File: config.mk
export PLATFORM = sky130hd
export DESIGN_NAME = sar_adc_ctrl
export DESIGN_NICKNAME = d
export VERILOG_FILES = /design/src/rtl/sar_pkg.sv /design/src/rtl/sar_sequencer.sv /design/src/rtl/sar_trial_reg.sv /design/src/rtl/sar_result_port.sv /design/src/rtl/sar_adc_ctrl.sv
export SDC_FILE = /design/constraint.sdc
export NUM_CORES = 1
export LEC_CHECK = 0
export ABC_AREA = 1
export BUFFER_PORTS_ARGS = -buffer_cell sky130_fd_sc_hd__buf_2
export CORE_MARGIN = 2
export CORE_UTILIZATION = 40
export CTS_CLUSTER_SIZE = 28
export DETAILED_ROUTE_END_ITERATION = 10
export HOLD_SLACK_MARGIN = 0.02
export RECOVER_POWER = 25
export SYNTH_ARGS = -nofsm -noshare
export SYNTH_HDL_FRONTEND = slang
export SYNTH_HIERARCHICAL = 1
export SYNTH_SLANG_ARGS = --single-unit
File: constraint.sdc
create_clock -name clk -period 1.05 [get_ports clk]
set_input_delay 0.1575 -clock clk [delete_from_list [all_inputs] [get_ports clk]]
set_output_delay 0.1575 -clock clk [all_outputs]
set_load 0.005 [all_outputs]
File: src/rtl/sar_pkg.sv
package sar_pkg;
   typedef enum logic [1:0] {
      PH_IDLE  = 2'd0,
      PH_TRIAL = 2'd1,
      PH_LOAD  = 2'd2
   } sar_phase_e;

   function automatic int unsigned sar_cycles(input int unsigned width);
      return width + 1;
   endfunction
endpackage

File: src/rtl/sar_sequencer.sv
module sar_sequencer
   import sar_pkg::*;
#(
   parameter int unsigned WIDTH = 8
) (
   input  logic             clk,
   input  logic             rst_n,
   input  logic             start_i,
   output logic [WIDTH-1:0] ptr_o,
   output logic             load_o,
   output logic             busy_o,
   output logic             eoc_o
);
   localparam logic [WIDTH-1:0] MSB_ONEHOT = {1'b1, {(WIDTH-1){1'b0}}};

   generate
      if (WIDTH < 2) begin : g_bad_width
         $error("sar_sequencer: WIDTH must be at least 2");
      end
   endgenerate

   sar_phase_e       phase_q;
   logic [WIDTH-1:0] ptr_q;
   logic             eoc_q;

   always_ff @(posedge clk or negedge rst_n) begin
      if (!rst_n) begin
         phase_q <= PH_IDLE;
         ptr_q   <= '0;
         eoc_q   <= 1'b0;
      end else begin
         eoc_q <= (phase_q == PH_LOAD) && !start_i;
         if (start_i) begin
            phase_q <= PH_TRIAL;
            ptr_q   <= MSB_ONEHOT;
         end else begin
            unique case (phase_q)
               PH_TRIAL: begin
                  ptr_q <= ptr_q >> 1;
                  if (ptr_q[0]) phase_q <= PH_LOAD;
               end
               PH_LOAD:  phase_q <= PH_IDLE;
               default:  phase_q <= PH_IDLE;
            endcase
         end
      end
   end

   assign ptr_o  = ptr_q;
   assign load_o = (phase_q == PH_LOAD) && !start_i;
   assign busy_o = (phase_q != PH_IDLE);
   assign eoc_o  = eoc_q;

   // one trial bit at most
   a_r3_single_trial_bit: assert property (@(posedge clk) disable iff (!rst_n)
      $onehot0(ptr_q));
   // any start reloads the top bit and enters the trial phase
   a_r6_restart_msb: assert property (@(posedge clk) disable iff (!rst_n)
      start_i |=> (ptr_q == MSB_ONEHOT) && (phase_q == PH_TRIAL));
   // last trial is followed by the load phase
   a_r5_last_trial_to_load: assert property (@(posedge clk) disable iff (!rst_n)
      (ptr_q[0] && !start_i) |=> (phase_q == PH_LOAD));
   // end pulse lasts one cycle
   a_r5_eoc_single: assert property (@(posedge clk) disable iff (!rst_n)
      eoc_q |=> !eoc_q);
endmodule

File: src/rtl/sar_trial_reg.sv
module sar_trial_reg #(
   parameter int unsigned WIDTH = 8
) (
   input  logic             clk,
   input  logic             rst_n,
   input  logic             restart_i,
   input  logic             cmp_i,
   input  logic [WIDTH-1:0] ptr_i,
   output logic [WIDTH-1:0] code_o
);
   logic [WIDTH-1:0] code_q;
   logic [WIDTH-1:0] code_d;

   generate
      for (genvar i = 0; i < WIDTH; i++) begin : g_slice
         if (i == WIDTH - 1) begin : g_top
            assign code_d[i] = restart_i ? 1'b1 :
                               (ptr_i[i] ? cmp_i : code_q[i]);
         end else begin : g_lower
            assign code_d[i] = restart_i    ? 1'b0  :
                               ptr_i[i]     ? cmp_i :
                               ptr_i[i+1]   ? 1'b1  : code_q[i];
         end
      end
   endgenerate

   always_ff @(posedge clk or negedge rst_n) begin
      if (!rst_n) code_q <= '0;
      else        code_q <= code_d;
   end

   assign code_o = code_q;

   // the bit under trial is set while a trial runs
   a_r3_trial_bit_set: assert property (@(posedge clk) disable iff (!rst_n)
      (|ptr_i) |-> ((code_q & ptr_i) == ptr_i));
   // bits below the trial bit are clear
   a_r3_low_bits_clear: assert property (@(posedge clk) disable iff (!rst_n)
      (|ptr_i) |-> ((code_q & (ptr_i - 1'b1)) == '0));
   // the decision on the tested bit follows the comparator
   a_r3_decision: assert property (@(posedge clk) disable iff (!rst_n)
      ((|ptr_i) && !restart_i) |=>
         ((code_q & $past(ptr_i)) == ($past(cmp_i) ? $past(ptr_i) : '0)));
endmodule

File: src/rtl/sar_result_port.sv
module sar_result_port #(
   parameter int unsigned WIDTH     = 8,
   parameter bit          IDLE_ZERO = 1'b1
) (
   input  logic             clk,
   input  logic             rst_n,
   input  logic             load_i,
   input  logic [WIDTH-1:0] code_i,
   input  logic             cs_i,
   input  logic             rd_i,
   output logic [WIDTH-1:0] latch_o,
   output logic [WIDTH-1:0] data_o,
   output logic             oe_o
);
   logic [WIDTH-1:0] latch_q;

   always_ff @(posedge clk or negedge rst_n) begin
      if (!rst_n)      latch_q <= '0;
      else if (load_i) latch_q <= code_i;
   end

   assign oe_o    = cs_i & rd_i;
   assign latch_o = latch_q;

   generate
      if (IDLE_ZERO) begin : g_gated
         assign data_o = oe_o ? latch_q : '0;
      end else begin : g_open
         assign data_o = latch_q;
      end
   endgenerate

   // a load captures the finished code
   a_r7_load_captures: assert property (@(posedge clk) disable iff (!rst_n)
      load_i |=> (latch_q == $past(code_i)));
   // without a load the latch holds
   a_r7_latch_holds: assert property (@(posedge clk) disable iff (!rst_n)
      !load_i |=> $stable(latch_q));
endmodule

File: src/rtl/sar_adc_ctrl.sv
module sar_adc_ctrl #(
   parameter int unsigned WIDTH     = 8,
   parameter bit          IDLE_ZERO = 1'b1
) (
   input  logic             clk,
   input  logic             rst_n,
   input  logic             start_i,
   input  logic             cmp_i,
   output logic [WIDTH-1:0] dac_code_o,
   output logic             busy_o,
   output logic             eoc_o,
   input  logic             cs_i,
   input  logic             rd_i,
   output logic [WIDTH-1:0] bus_data_o,
   output logic             bus_oe_o
);
   logic [WIDTH-1:0] ptr_w;
   logic [WIDTH-1:0] code_w;
   logic [WIDTH-1:0] result_w;
   logic             load_w;

   sar_sequencer #(.WIDTH(WIDTH)) u_seq (
      .clk     (clk),
      .rst_n   (rst_n),
      .start_i (start_i),
      .ptr_o   (ptr_w),
      .load_o  (load_w),
      .busy_o  (busy_o),
      .eoc_o   (eoc_o)
   );

   sar_trial_reg #(.WIDTH(WIDTH)) u_trial (
      .clk       (clk),
      .rst_n     (rst_n),
      .restart_i (start_i),
      .cmp_i     (cmp_i),
      .ptr_i     (ptr_w),
      .code_o    (code_w)
   );

   sar_result_port #(.WIDTH(WIDTH), .IDLE_ZERO(IDLE_ZERO)) u_port (
      .clk     (clk),
      .rst_n   (rst_n),
      .load_i  (load_w),
      .code_i  (code_w),
      .cs_i    (cs_i),
      .rd_i    (rd_i),
      .latch_o (result_w),
      .data_o  (bus_data_o),
      .oe_o    (bus_oe_o)
   );

   assign dac_code_o = code_w;

   // idle without start leaves the DAC code still
   a_r9_idle_dac_hold: assert property (@(posedge clk) disable iff (!rst_n)
      (!busy_o && !start_i) |=> $stable(dac_code_o));
   // end pulse only when no longer busy
   a_r5_eoc_not_busy: assert property (@(posedge clk) disable iff (!rst_n)
      eoc_o |-> !busy_o);
   // at end of conversion the latch carries the searched code
   a_r7_result_matches: assert property (@(posedge clk) disable iff (!rst_n)
      eoc_o |-> (result_w == dac_code_o));
endmodule

# Yosys cells after proc, flatten, opt, wreduce, memory -nomap -nowiden
# Cells that the tools add are included.
totals:
  register_bits: 27
  output_inout_bits: 19
classes:
  n_reduce_logical: 12
  mux: 29
  eq_ne: 3
  bitwise: 1
op_table:
  columns: ["op", "count"]
  rows:
  - ["8-bit 2-to-1 mux", 3]
  - ["1-bit 2-to-1 mux", 23]
  - ["3-bit nonzero test", 7]
  - ["2-bit 2-to-1 mux", 3]
  - ["2-bit nonzero test", 3]
  - ["3-bit by 2-bit inequality test with 1-bit output (second input constant)", 1]
  - ["2-bit by 1-bit == test with 1-bit output (second input constant)", 1]
  - ["2-bit == test (second input constant)", 1]
  - ["1-bit bitwise AND", 1]
  - ["1-bit logical AND", 1]
  - ["1-bit zero test", 1]

# Depth between registers and ports, before layout
# Gate-level depths: netlist of the first run.
logic_depth:
  depth_word: 3
  mapped_depth: 6
  ltp_nobuf: 5

# By module
# The synthesis of the first run kept the hierarchy.
modules_own_cells:
  columns: ["module", "seq_area_each_um2", "cells_per_inst", "n_inst", "area_per_inst_um2"]
  rows:
  - ["sar_sequencer", 275.3, 44, 1, 464.2]
  - ["sar_result_port", 200.2, 52, 1, 382.9]
  - ["sar_trial_reg", 200.2, 56, 1, 381.6]

# Worst setup path before layout of the first run
# Ideal clock, no wire load.
synth_path:
  path_type: "register -> register"
  start: "register u_seq.phase_q[0]"
  end: "register u_port.latch_q[0], in the netlist u_port/latch_o[0]"
  slack_ns: -0.092
  stages_incl_launch_ff: 7
  setup_time_ns: 0.116
  arrival_ns: 1.026
  path_cell_list: "dfrtp_1 -> buf_6 -> nor3_1 -> buf_6 -> inv_8 -> nand2_1 -> nand2_1"
synth_via:
  elab_chain_len: 2
synth_lines:
  columns: ["item", "line_no", "rtl"]
  rows:
  - ["start, declared", "sar_sequencer.sv:22", "sar_phase_e phase_q;"]
  - ["start signal, assigned", "sar_sequencer.sv:28", "phase_q <= PH_IDLE;"]
  - ["start signal, assigned", "sar_sequencer.sv:34", "phase_q <= PH_TRIAL;"]
  - ["start signal, assigned", "sar_sequencer.sv:40", "if (ptr_q[0]) phase_q <= PH_LOAD;"]
  - ["2-bit == test", "sar_sequencer.sv:50", "assign load_o = (phase_q == PH_LOAD) && !start_i;"]
  - ["1-bit logical AND", "sar_sequencer.sv:50", null]
  - ["named net load_w", "sar_adc_ctrl.sv:20", "logic load_w;"]
  - ["end signal, assigned", "sar_result_port.sv:19", "else if (load_i) latch_q <= code_i;"]
  - ["end, declared", "sar_result_port.sv:15", "logic [WIDTH-1:0] latch_q;"]
# The timed path passes the listed nets, and every way through them passes these cells.
# A chain may end at the register's enable or synchronous reset.

# Final worst setup path of the first run
layout_path:
  start: "register u_seq.phase_q[1]"
  end: "output busy_o"
layout_via:
  elab_chain_len: 1
layout_lines:
  columns: ["item", "line_no", "rtl"]
  rows:
  - ["2-bit nonzero test", "sar_sequencer.sv:51", "assign busy_o = (phase_q != PH_IDLE);"]
  - ["end, declared", "sar_adc_ctrl.sv:10", "output logic busy_o,"]
# Every way passes these cells.

==> results.cfg, run 1 <==
[outcome]
status = finished with violations
violations = setup timing

[cells_and_area]
most-common-layout-cells = nand2_1, dfrtp_1, buf_4, buf_2, nor2_1
final_common_cell = nand2_1
stdcell_count = 238
drive_gt1_frac = 0.3122
post-route-util = 0.5525
area_growth_pct = 33.91
diodes = 0
fin_nets = 212

[global_routing]
first_global_vias = 953
gr-total-overflow = 0
grt_max_degree = 18
antenna_found_initial = 0
grt_pass1_wl_um = 3967
gr-usage-all-layers = 0.1493

[drt]
wl_per_cell_um = 10.29
drt_iter0_drc = 10
first_pass_iters = 4
vias = 1104
totalWireLength_um = 2450
drc = 0
vias_per_cell = 4.639
ant_nets = 0

[worst_setup_path]
end_kind = output pin
crit_fanout = 2
arrival_ps = 1050
worst-setup-path-type = reg -> out
crit_required_ps = 890
critPathLaunchType = register
crit_start = u_seq/phase_q[1]
rr_startpoint = u_seq/phase_q[1]

[die]
die_h_um = 59.42
io_pins = 25
start_util = 0.4126
core_mm2 = 0.002978
die-area_mm2 = 0.003531
num_rows = 20
die_width_um = 59.42

[placed_design]
portBuffers = 24
gp_congestion = 0.7297
dpl.hpwl_um = 1734
place_inst = 210

[logic_synthesis]
yosys.area.top_type = dfrtp_1
ys_ff_latch = 27
syn-num-nets = 158
synth_area_mm2 = 0.001229
yosys.cell_types.count = 17
syn-instance-count = 152
yosys-top-cells-area = dfrtp_1, nand2_1, nor2_1
yosysSeqAreaShare = 0.5499
yosysWarnings = 6
syn_avg_cell_area_um2 = 8.083
yosysTopAreaCellShare = 0.5499

[sta]
slew_violations = 0
finalHoldWorstSlack_ps = 49.00
finalHoldViolCount = 0
layout_min_cycle_time_ps = 1210
fin_worst_skew_ps = 17.24
setup_viol = 17
tightestPinTransition_ps = 740.1
rsz0062_at_grt = yes
relSlewSlack = 0.5066
postLayoutSetupSlackWorst_ps = -160.0
max_freq_ghz = 0.8265
fin_crit_sh = 1.152

[pwr]
ir_drop_mv = 0.6013
power_density_mw_per_mm2 = 1038
p_leak_uw = 0.0009524

[min_path]
min_path_type = in -> reg
hp-start = cmp_i

[clock_tree]
htree_levels = 1
cts_tree = yes
clk_pin_slew_ps = 160
cts_buffer_depth = 2
cts_root_buffer = clkbuf_4
clock_latency_ps = 330
cts_sinks = 27
cts_buffers = 3

[flow_run]
maxCapViolations = 0
-- logic make-up after synthesis --
group                  synth area share
AO/OA/AOI/OAI                  0.004069
buffers and inverters            0.1059
flip-flops                       0.5499
AND/OR/NAND/NOR                  0.3401
-- per-layer routing --
layer | vias to the layer above | global-route usage | part of all wire
li1 | 572 | - | -
met5 | - | 0 | 0
met2 | 29 | 0.2653 | 0.50
met4 | 0 | 0.05844 | 0
met3 | 0 | 0.02402 | 0.048
met1 | 503 | 0.1786 | 0.45
-- critical path, stage by stage, from the launching register on --
cell,delay (ps)
dfrtp_1,400
or2_1,220
buf_2,120
-- sequential cells by signal, summed over array words and instances (netlist names) --
register / count
u_port/latch_o: 8
u_trial/code_o: 8
u_seq/phase_q: 2
u_seq/ptr_o: 8
u_seq/eoc_o: 1
-- report_power, final --
| group | switching, uW | total, uW | internal, uW |
|---|---|---|---|
| logic | 93.5 | 168 | 74.4 |
| clock network | 313 | 459 | 146 |
| registers | 17.5 | 1080 | 1060 |
| total | 424 | 1710 | 1280 |
-- stage by stage --
| step | TNS, ps | setup slack, ps | total power, uW | cell area, um^2 |
|---|---|---|---|---|
| 6_report | -965.0 | -160.0 | 1709 | 1645 |
| 5_1_grt | -2111 | -202.3 | 1793 | 1645 |
| 4_1_cts | -1111 | -179.6 | 1728 | 1572 |
| 3_5_place_dp | 0 | 22.41 | 1242 | 1419 |
| 3_3_place_gp | 0 | 49.75 | 1239 | 1419 |
| 2_1_floorplan | 0 | 0.2190 | 1171 | 1240 |
-- cell usage after synthesis --
cell type and count:
buf_6 2, buf_8 1, dfrtp_1 27, inv_1 17, inv_2 3, inv_4 1, inv_8 1, nand2_1 56
nand2_2 2, nand2_4 1, nand3_1 8, nand4_1 7, nor2_1 22, nor2_2 1, nor3_1 1, o21ai_1 1
or2_1 1
-- what timing repair did --
action | 4_1_cts | 5_1_grt
pin swaps | 10 | 2
setup buffers | 15 | 8
gates resized for setup | 0 | 3
setup endpoints to repair | 15 | 34
hold buffers | 1 | 0
hold endpoints to repair | 27 | 0
-- final timing paths --
check,slack (ps),endpoint,cells past startpoint
worst min register to register,530,u_port/latch_o[0],2
max in group asynchronous,130,u_trial/code_o[2],3
worst max register to register,-80,u_port/latch_o[1],7
worst max-delay path,-160,busy_o,2
worst min-delay path,50,u_trial/code_o[7],3
min in group asynchronous,370,u_seq/ptr_o[0],2
-- cell type report --
cell class | count | area, um^2
Multi-Input combinational cell | 100 | 442.9
Clock buffer | 3 | 22.52
Tap cell | 33 | 41.29
Timing Repair Buffer | 52 | 360.3
Fill cell | 279 | 1333
Sequential cell | 27 | 675.6
Inverter | 22 | 95.09
Clock inverter | 1 | 7.507
Power figures use the tool's default switching activity.
==> run 2: changes to the inputs <==
- ABC_AREA: 1 -> 0
==> run 2 against run 1 <==
Against the previous run:
- the flow still finishes with violations (setup timing)
- largest power group unchanged
- total power decreased by 2.3%
- sequential power about the same
- highest routed layer is now met4
- count of clock-buffer cells in the layout increased by 1
- non-clock buffer count decreased by 3
- die area decreased by 3.5%
- critical endpoint unchanged
==> results.cfg, run 2 <==
[drt]
drt_iter0_drc = 9
vias_per_cell = 5.040
vias = 872
wl_per_cell_um = 13.32
first_pass_iters = 4
ant_nets = 0
totalWireLength_um = 2305
drc = 0

[worst_setup_path]
crit_required_ps = 890
crit_chain = buf_6 -> or2_4 -> buf_6
cpPeakStageDelay_ps = 420
end_kind = output pin
cpLargestDelayFamily = flip-flops
cp_common_cell = buf_6
critPathLaunchType = register
worst-setup-path-type = reg -> out
critPathBufInv = 2
arrival_ps = 1190
crit_fanout = 2
slowest_stage = dfrtp_1

[die]
die_width_um = 58.37
num_rows = 19
die_h_um = 58.37
start_util = 0.4251
io_pins = 25
core_mm2 = 0.002781
die-area_mm2 = 0.003407

[sta]
max_freq_ghz = 0.7401
setup_viol = 24
relSlewSlack = 0.5531
slew_violations = 0
rsz0062_at_grt = yes
tightestPinTransition_ps = 670.4
postLayoutSetupSlackWorst_ps = -301.2
finalHoldViolCount = 0
fin_worst_skew_ps = 1.881
fin_crit_sh = 1.287
layout_min_cycle_time_ps = 1351

[cells_and_area]
final_area_mm2 = 0.001583
most-common-layout-cells = dfrtp_1, buf_2, buf_4, nor3_1
diodes = 0
drive_gt1_frac = 0.4507
fillers = 236
fin_nets = 149
area_growth_pct = 33.86
final_common_cell = dfrtp_1

[logic_synthesis]
synth-compound-area-share = 0.02434
syn_avg_cell_area_um2 = 12.71
synth_area_mm2 = 0.001182
ys.flop_type = dfrtp_1
synth_top_family_by_area = simple AND/OR/NAND/NOR gates
yosysTopAreaCellShare = 0.5714
synth_most_common_cell = dfrtp_1
yosys.cell_types.count = 19
synth_commonest_cells = dfrtp_1, nor3_1
synthAdderAreaFrac = 0
ys_ff_latch = 27
synth_edf_count = 0
syn-instance-count = 93
yosysSeqAreaShare = 0.5714
synth-simple-area-share = 0.2243
yosys.area.top_type = dfrtp_1
synthXorXnorAreaFrac = 0
yosys-top-cells-area = dfrtp_1, mux2_4, nor3_1
async_flop_share = 1.000
syn-num-nets = 99
yosysWarnings = 6
synthMuxAreaShare = 0.1524

[clock_tree]
cts_tree = yes
cts_sinks = 27
cts_buffer_depth = 2
cts_buffers = 3
clk_pin_slew_ps = 130
cts_root_buffer = clkbuf_4
clock_latency_ps = 310
cts_hold_buffers = 1
htree_levels = 1

[global_routing]
antenna_found_initial = 0
grt_pass1_wl_um = 3719
grt_max_degree = 28
first_global_vias = 838
gr-total-overflow = 0
gr-usage-all-layers = 0.1461

[min_path]
min_path_type = in -> reg

[placed_design]
portBuffers = 24
dpl.hpwl_um = 1578
gp_congestion = 0.7667
pre_cts_ws_ps = -222.7
post_dp_cell_area_mm2 = 0.001379

[pwr]
pwr-share-comb = 0.091
switching_share = 0.2281
power.share.clock = 0.260
finalPower_uw = 1669
seqPwrFrac = 0.649
power.internal_uw = 1288
ir_drop_mv = 0.7285
p_switching_uw = 380.7
power_density_mw_per_mm2 = 1054
p_leak_uw = 0.0008312

[outcome]
violations = setup timing
status = finished with violations

[flow_run]
maxCapViolations = 0
==> run 2: worst paths after layout <==
path	startpoint	end	slack, ps	cells after the start
setup / recovery	u_seq/phase_q[0]	busy_o	-300	3
hold / removal	start_i	u_seq/eoc_o	30	2
setup reg to reg	u_seq/phase_q[0]	u_port/latch_o[6]	-240	3
hold reg to reg	u_seq/phase_q[0]	u_seq/eoc_o	510	1
max in group asynchronous	rst_n	u_port/latch_o[5]	140	3
min in group asynchronous	rst_n	u_port/latch_o[7]	480	3
==> run 2: layout make-up <==
| class | count | area (um^2) | share of cell area |
|---|---|---|---|
| multi-input combinational | 62 | 500.5 | 0.3162 |
| timing repair buffer | 49 | 341.6 | 0.2158 |
| tap | 31 | 38.79 | 0.02451 |
| clock buffer | 4 | 26.28 | 0.01660 |
| sequential | 27 | 675.6 | 0.4269 |
==> run 2: power groups by stage <==
stage                     combinational [uW]  clock, uW  sequential (uW)
after floorplan                         50.7          0             1100
after global placement                   118          0             1100
after detailed placement                 122          0             1110
after CTS                                137        457             1080
after global routing                     171        485             1090
final                                    152        433             1080
==> run 2: worst register-to-register path, delay by kind of cell (launching register included) <==
family	cells	cell delay (ps)
buffers and inverters	1	180
DFF	1	420
and+or+nand+nor	1	290
muxes	1	300
==> run 2: logic make-up after synthesis <==
kind of cell / after synthesis
buffers and inverters: 4
AND/OR/NAND/NOR: 44
AO/OA/AOI/OAI: 4
multiplexers: 14
flip-flops: 27
==> run 2: stage by stage <==
stage | hold slack, ps | util | TNS (ps) | cells
3_5_place_dp | 174.1 | 0.4957 | -1850 | 151
2_1_floorplan | -138.1 | - | -1062 | 93
4_1_cts | 10.98 | 0.5430 | -3942 | 166
3_3_place_gp | 167.4 | 0.4957 | -1305 | 151
5_1_grt | 12.33 | 0.5691 | -4717 | 173
6_report | 28.88 | 0.5691 | -3202 | 173
==> run 2: timing repair <==
action | CTS | global route
pin swaps | 8 | 1
hold endpoints to repair | 28 | 1
setup endpoints to repair | 26 | 34
buffers inserted | 10 | 8
gates resized for setup | 5 | 3
==> run 2: layer usage <==
metal,up-vias,wire length (um),track usage,part of all wire
met5,-,0,0,0
met4,0,15,0.05980,0.0065
met3,2,116,0.02857,0.050
met2,23,1119,0.2536,0.49
met1,422,1054,0.1771,0.46
li1,425,-,-,-
